<file path="config.mk">
export PLATFORM = sky130hd
export DESIGN_NAME = load_use_interlock
export DESIGN_NICKNAME = d
export VERILOG_FILES = /design/src/rtl/load_use_interlock.sv
export SDC_FILE = /design/constraint.sdc
export NUM_CORES = 1
export LEC_CHECK = 0
export ABC_CLOCK_PERIOD_IN_PS = 8700
export BUFFER_PORTS_ARGS = -buffer_cell sky130_fd_sc_hd__buf_4
export CAP_MARGIN = 20
export CORE_ASPECT_RATIO = 1.75
export CORE_MARGIN = 3
export CORE_UTILIZATION = 48
export DETAILED_ROUTE_END_ITERATION = 8
export MAX_ROUTING_LAYER = met4
export PLACE_DENSITY = 0.68
export SETUP_SLACK_MARGIN = 0.4
export SLEW_MARGIN = 20
export SYNTH_ARGS = -nofsm -noshare
export SYNTH_HDL_FRONTEND = slang
export SYNTH_SLANG_ARGS = --single-unit
</file>
<file path="constraint.sdc">
create_clock -name clk -period 8.7 [get_ports clk]
set_input_delay 0.435 -clock clk [delete_from_list [all_inputs] [get_ports clk]]
set_output_delay 0.435 -clock clk [all_outputs]
set_load 0.02 [all_outputs]
</file>
<file path="src/rtl/load_use_interlock.sv">
module load_use_interlock #(
  parameter int LANES = 2,
  parameter int RW    = 5
) (
  input  logic                  clk,
  input  logic                  rst_n,
  input  logic [LANES-1:0]      grp_vld,
  input  logic [LANES-1:0]      grp_ld,
  input  logic [LANES-1:0]      grp_fp,
  input  logic [LANES-1:0]      grp_u1,
  input  logic [LANES-1:0]      grp_u2,
  input  logic [LANES-1:0]      grp_wr,
  input  logic [LANES*RW-1:0]   grp_rs1,
  input  logic [LANES*RW-1:0]   grp_rs2,
  input  logic [LANES*RW-1:0]   grp_rd,
  input  logic                  grp_issue,
  input  logic [LANES-1:0]      ex_vld,
  input  logic [LANES-1:0]      ex_ld,
  input  logic [LANES-1:0]      ex_fp,
  input  logic [LANES-1:0]      ex_u1,
  input  logic [LANES-1:0]      ex_u2,
  input  logic [LANES-1:0]      ex_wr,
  input  logic [LANES*RW-1:0]   ex_rs1,
  input  logic [LANES*RW-1:0]   ex_rs2,
  input  logic [LANES*RW-1:0]   ex_rd,
  input  logic                  ret_vld,
  input  logic                  ret_fp,
  input  logic [RW-1:0]         ret_rd,
  input  logic                  flush_v,
  input  logic [(1<<RW)-1:0]    flush_imask,
  input  logic [(1<<RW)-1:0]    flush_fmask,
  output logic                  grp_hold,
  output logic                  ex_stall
);
  localparam int NR = 1 << RW;

  logic [NR-1:0] sb_i, sb_f, prv_i, prv_f;
  logic [NR-1:0] gld_i, gld_f, eld_i, eld_f;
  logic [NR-1:0] set_i, set_f, clr_i, clr_f, fl_i, fl_f;

  function automatic logic [NR-1:0] imask_of(input logic [RW-1:0] r);
    imask_of = '0;
    if (r != '0) imask_of[r] = 1'b1;
  endfunction

  function automatic logic [NR-1:0] fmask_of(input logic [RW-1:0] r);
    fmask_of = '0;
    fmask_of[{r[RW-1:1], 1'b0}] = 1'b1;
    fmask_of[{r[RW-1:1], 1'b1}] = 1'b1;
  endfunction

  function automatic logic touches(
    input logic fp, input logic ld, input logic u1, input logic u2, input logic wr,
    input logic [RW-1:0] a, input logic [RW-1:0] b, input logic [RW-1:0] d,
    input logic [NR-1:0] im, input logic [NR-1:0] fm);
    logic [NR-1:0] m;
    m = fp ? fm : im;
    touches = (u1 && m[a]) || (u2 && m[b]) || (wr && !(ld && fp) && m[d]);
  endfunction

  always_comb begin
    grp_hold = 1'b0;
    gld_i = '0;
    gld_f = '0;
    for (int i = 0; i < LANES; i++) begin
      if (grp_vld[i]) begin
        if (touches(grp_fp[i], grp_ld[i], grp_u1[i], grp_u2[i], grp_wr[i],
                    grp_rs1[i*RW +: RW], grp_rs2[i*RW +: RW], grp_rd[i*RW +: RW],
                    prv_i | gld_i, prv_f | gld_f))
          grp_hold = 1'b1;
        if (grp_ld[i]) begin
          if (grp_fp[i]) gld_f = gld_f | fmask_of(grp_rd[i*RW +: RW]);
          else           gld_i = gld_i | imask_of(grp_rd[i*RW +: RW]);
        end
      end
    end
  end

  always_comb begin
    ex_stall = 1'b0;
    eld_i = '0;
    eld_f = '0;
    for (int i = 0; i < LANES; i++) begin
      if (ex_vld[i]) begin
        if (touches(ex_fp[i], ex_ld[i], ex_u1[i], ex_u2[i], ex_wr[i],
                    ex_rs1[i*RW +: RW], ex_rs2[i*RW +: RW], ex_rd[i*RW +: RW],
                    sb_i, sb_f))
          ex_stall = 1'b1;
        if (ex_ld[i]) begin
          if (ex_fp[i]) eld_f = eld_f | fmask_of(ex_rd[i*RW +: RW]);
          else          eld_i = eld_i | imask_of(ex_rd[i*RW +: RW]);
        end
      end
    end
  end

  assign set_i = ex_stall ? '0 : eld_i;
  assign set_f = ex_stall ? '0 : eld_f;
  assign clr_i = (ret_vld && !ret_fp) ? imask_of(ret_rd) : '0;
  assign clr_f = (ret_vld &&  ret_fp) ? fmask_of(ret_rd) : '0;
  assign fl_i  = flush_v ? flush_imask : '0;
  assign fl_f  = flush_v ? flush_fmask : '0;

  always_ff @(posedge clk or negedge rst_n) begin
    if (!rst_n) begin
      sb_i  <= '0;
      sb_f  <= '0;
      prv_i <= '0;
      prv_f <= '0;
    end else begin
      sb_i <= (sb_i & ~clr_i & ~fl_i) | set_i;
      sb_f <= (sb_f & ~clr_f & ~fl_f) | set_f;
      if (flush_v) begin
        prv_i <= '0;
        prv_f <= '0;
      end else if (grp_issue) begin
        prv_i <= gld_i;
        prv_f <= gld_f;
      end
    end
  end
endmodule


</file>
Word level (Yosys, flattened, before mapping)
Cells that the tools add are included.
{"block": "word_totals", "in_bits": 159, "wordCells": 230, "register_bits": 128}
{"block": "classes", "n_mux": 111, "reduce_logical": 56, "n_bitwise": 21, "order_cmp": 38}
{"op": "$mux 32", "n": 49}
{"op": "$or 32x32->32", "n": 8}
{"op": "$or 31x32->32", "n": 5}
{"op": "$lt 5x6->1 const B", "n": 23}
{"op": "$and 32x32->32", "n": 4}
{"op": "$not 32->32", "n": 4}
{"op": "$ge 5x1->1 const B", "n": 15}
{"op": "$bmux 1 s5", "n": 12}
{"op": "$demux 1 s4", "n": 10}
{"op": "$logic_and 1x1->1", "n": 37}
{"op": "$mux 1", "n": 35}
{"op": "$demux 1 s5", "n": 5}
{"op": "$reduce_bool 5->1", "n": 5}
{"op": "$logic_or 1x1->1", "n": 8}
{"op": "$logic_not 1->1", "n": 5}
{"op": "$reduce_bool 2->1", "n": 1}

Depth between registers and ports, before layout
{"block": "logic_depth", "depth_word": 17, "ltp_mapped": 15, "mapped_depth_nobuf": 8}

Worst setup path before layout
OpenSTA, ideal clock, no wires.
{"block": "synth_timing", "kind": "input to output", "startpoint": "input port ex_rs1[6]", "endpoint": "output port ex_stall", "path_buffers": 4, "arrival_ps": 3057, "t_required_ps": 8265, "cell_stages": 10, "path_slack_ps": 5208, "path_cell_list": "clkbuf_1 -> clkbuf_1 -> mux4_2 -> mux4_2 -> mux2i_1 -> nand2_1 -> a41o_1 -> or4_1 -> buf_4 -> buf_6"}
{"block": "synth_via", "elab_chain_cells": 7}
{"element": "start: declaration", "line_no": "23", "source": "input logic [LANES*RW-1:0] ex_rs1,"}
{"element": "$bmux 1 s5", "line_no": "58", "source": "touches = (u1 && m[a]) || (u2 && m[b]) || (wr && !(ld && fp) && m[d]);"}
{"element": "$mux 1 (implied by the code)", "line_no": "58"}
{"element": "$logic_and 1x1->1", "line_no": "58"}
{"element": "$logic_or 1x1->1 (2 in series)", "line_no": "58"}
{"element": "$mux 1", "line_no": "85", "source": "if (touches(ex_fp[i], ex_ld[i], ex_u1[i], ex_u2[i], ex_wr[i],"}
{"element": "$mux 1", "line_no": "84", "source": "if (ex_vld[i]) begin"}
{"element": "end: declaration", "line_no": "33", "source": "output logic ex_stall"}
No other way between the ends. The select of a mux whose other input is x is not followed.

Final worst setup path
{"block": "layout_timing", "startpoint": "input port ex_fp[0]", "endpoint": "output port ex_stall"}
{"block": "layout_via", "elab_chain_cells": 10}
{"element": "start: declaration", "line_no": "19", "source": "input logic [LANES-1:0] ex_fp,"}
{"element": "$mux 32", "line_no": "57", "source": "m = fp ? fm : im;"}
{"element": "$bmux 1 s5", "line_no": "58"}
{"element": "$mux 1 (implied by the code)", "line_no": "58"}
{"element": "$logic_and 1x1->1", "line_no": "58"}
{"element": "$logic_or 1x1->1", "line_no": "58"}
{"element": "$logic_or 1x1->1 (*)", "line_no": "58"}
{"element": "$mux 1 (*)", "line_no": "85"}
{"element": "$mux 1 (*)", "line_no": "84"}
{"element": "$mux 1", "line_no": "85"}
{"element": "$mux 1 (*)", "line_no": "84"}
Mark *: on every way between the ends. The rest lies on a longest branch, timed or not. The select of a mux whose other input is x is not followed.

==> reports/results.tsv <==
stage	metric	value	unit
timing	skew	9.752	ps
synth	ys_types	67	
route	vias	13220	
synth	yosysWarnings	0	
clock_tree	h-tree-depth	3	
route	wl_per_cell	34.08	µm
floorplan	core	25530	µm²
power_and_ir_drop	p_int	0.9315	mW
placement	dp_hpwl	45300	µm
cells_and_area	drive_above_1_share	0.2696	
route	wirelength	58720	µm
floorplan	initial_core_util	0.4913	
setup_path	worstPathArrival	4040	ps
setup_path	cp_max_fo	64	
power_and_ir_drop	swShare	0.3691	
cells_and_area	seq_area	2803	µm²
floorplan	die_area	28180	µm²
power_and_ir_drop	leakage	5.104	nW
route	dr.first_iter.drc_count	1598	
synth	synth.avg_cell_area	9.290	µm²
timing	fin_ws	4223	ps
power_and_ir_drop	power.density	105.8	nW/µm²
timing	setup_tns	0	ps
cells_and_area	layout.nets	1561	
synth	synthesis.area	12540	µm²
placement	placement.io_buffers	160	
clock_tree	cts_buffers	9	
timing	finalHoldViolations	0	
global_route	grt_max_degree	96	
synth	ys_seq_area_frac	0.2235	
global_route	grt_usage	0.4261	
synth	synth-edff-count	0	
setup_path	start_kind	input pin	
route	final_antenna_net_count	0	
synth	netlist_instances	1350	
power_and_ir_drop	vdd_drop_max	0.00007831	V
floorplan	die_h	219.8	µm
worst_hold_path	hp-class	in -> async	
global_route	grt_pass1_wl	84660	µm
timing	period_minus_slack	4477	ps
clock_tree	cts_resized	0	
placement	dp_slack	4239	ps
route	routed_via_density	7.670	
clock_tree	root_buffer	clkbuf_16	
power_and_ir_drop	power_frac_clock	0.284	
power_and_ir_drop	comb_power_share	0.316	
synth	synth_top_cell_area_share	0.2765	
synth	synth-async-reset-ratio	1.000	
power_and_ir_drop	p_seq_frac	0.400	
timing	period_share	0.5146	
clock_tree	cts_tree	done	
clock_tree	cts_setup_buffers	0	
clock_tree	clock_path_buffers	2	
clock_tree	clk_latency	380	ps
timing	fin_hold_ws	23.51	ps
placement	routabilityCongestion	1.039	
status	status	finished, final reports clean	
cells_and_area	fill_cells	2370	
clock_tree	cts_sinks	112	
route	drc_errors	0	
floorplan	num_io_pins	161	
clock_tree	cts.clk_slew.worst_paths	80	ps
synth	synthTopCellsByArea	mux4_2 28%, dfrtp_1 22%, nand2_1 5.3%, a211oi_1 5.0%, nand3_1 3.5%	
route	dr.pass1.iters	5	
timing	rsz0062_at_grt	no	
flow_run	cap_violations	0	
cells_and_area	area.growth.synth_to_final	11.23	%
setup_path	crit_required	8270	ps
timing	slew_viol_final	0	
timing	relSlewSlack	0.2774	
synth	ys_seq_elements	112	
timing	setup_viol	0	
global_route	grt_overflow_total	0	
clock_tree	postCtsHoldBufs	0	
power_and_ir_drop	finalPower	1.476	mW
setup_path	end_kind	output pin	
synth	syn-num-nets	1509	
cells_and_area	finalCoreUtilization	0.5464	
setup_path	crit_type	in -> out	
power_and_ir_drop	p_sw	0.5448	mW
timing	fmax	223.4	MHz
synth	yosysTopAreaCell	mux4_2	
synth	synth-main-ff-cell	dfrtp_1	
timing	worst_slew_pin_slew	1080	ps
global_route	grt_pass1_vias	13030	
cells_and_area	multi_input_area	9092	µm²
floorplan	fp.dieW	128.2	µm
floorplan	rows	77	
global_route	antenna_found_initial	1	
## worst max-delay path: stages
cell       delay [ps]
buf_4             600
mux4_2            600
mux4_2            470
nand2b_1          170
o21ai_0            90
a2111oi_0         100
a41o_1            250
or4_2             640
buf_4             350
buf_4             260
## through the flow
| stage | cells | area (µm²) |
|---|---|---|
| 2_1_floorplan | 1350 | 12540 |
| 3_3_place_gp | 1707 | 13660 |
| 3_5_place_dp | 1707 | 13660 |
| 4_1_cts | 1722 | 13940 |
| 5_1_grt | 1723 | 13950 |
| 6_report | 1723 | 13950 |
## power by group through the flow
stage | Clock (mW) | Combinational (mW) | Sequential (mW)
after floorplan | 0 | 0.292 | 0.573
after global placement | 0 | 0.454 | 0.596
after detailed placement | 0 | 0.458 | 0.597
after CTS | 0.419 | 0.459 | 0.587
after global routing | 0.441 | 0.493 | 0.591
final | 0.419 | 0.467 | 0.590
## cells in the final DEF (no fill, tap or decap), types with 11 or more instances in the layout
cell type	netlist	layout
nor3_1	21	21
nand3_1	87	87
mux2_2	28	28
o21ai_0	24	24
dfrtp_1	112	112
nand2_1	176	176
a211oi_1	83	83
o31ai_1	13	13
a31oi_1	11	11
a2111oi_0	12	12
inv_1	22	22
buf_4	4	172
o22a_1	35	35
nor2_1	104	104
a21oi_1	56	56
a22oi_1	36	36
mux4_2	154	154
o21ai_1	59	59
mux2i_1	21	21
## final timing paths
path | slack [ps] | cells after the start | startpoint | endpoint
min in group clk | 230 | 2 | flush_imask[0] | sb_i[0]
setup / recovery | 4220 | 10 | ex_fp[0] | ex_stall
hold reg to reg | 620 | 2 | prv_i[9] | prv_i[9]
max in group asynchronous | 7320 | 2 | rst_n | sb_i[30]
hold / removal | 20 | 1 | rst_n | prv_i[6]
setup reg to reg | 5240 | 9 | sb_i[8] | sb_i[1]
## cell usage after synthesis, drive strengths merged (3+ instances only)
master	number
nand2	176
mux4	154
dfrtp	112
nor2	104
clkbuf	98
nand3	87
a211oi	83
o21ai	83
a21oi	56
a22oi	36
o22a	35
buf	33
mux2	28
inv	23
mux2i	21
nor3	21
o31ai	13
a2111oi	12
a31oi	11
nor2b	10
o22ai	10
nand2b	9
nand4	8
o311ai	8
o32a	8
a311oi	7
and3	7
nor3b	7
nor4bb	7
or3	7
nor4b	6
o32ai	6
and4b	5
o311a	5
a211o	4
nand3b	4
nor4	4
a221oi	3
a32oi	3
o2111ai	3
o31a	3
## cell families after synthesis
logic type | share of synthesized area
mux | 0.3184
buf+inv | 0.05387
simple gates | 0.1791
compound gates | 0.2252
flops | 0.2235
## layer usage
metal	routed length, µm	up-vias	global-route usage
met3	4434	333	0.05166
met1	17000	6383	0.4074
li1	-	5516	-
met2	30540	984	0.7396
met5	0	-	-
met4	6752	0	0.3768
## flip-flops by register name (all words and copies together) (netlist names)
name and count:
prv_i 32, sb_f 32, sb_i 32, prv_f 16
## cell type report
type	count	area share
clock inverter	6	0.003946
timing repair buffer	172	0.09256
clock buffer	9	0.01614
multi-input combinational	1084	0.6517
tap	316	0.02834
antenna	1	0.0001794
inverter	23	0.006188
sequential	112	0.2009
No activity file was read; power rests on OpenSTA's default activity.
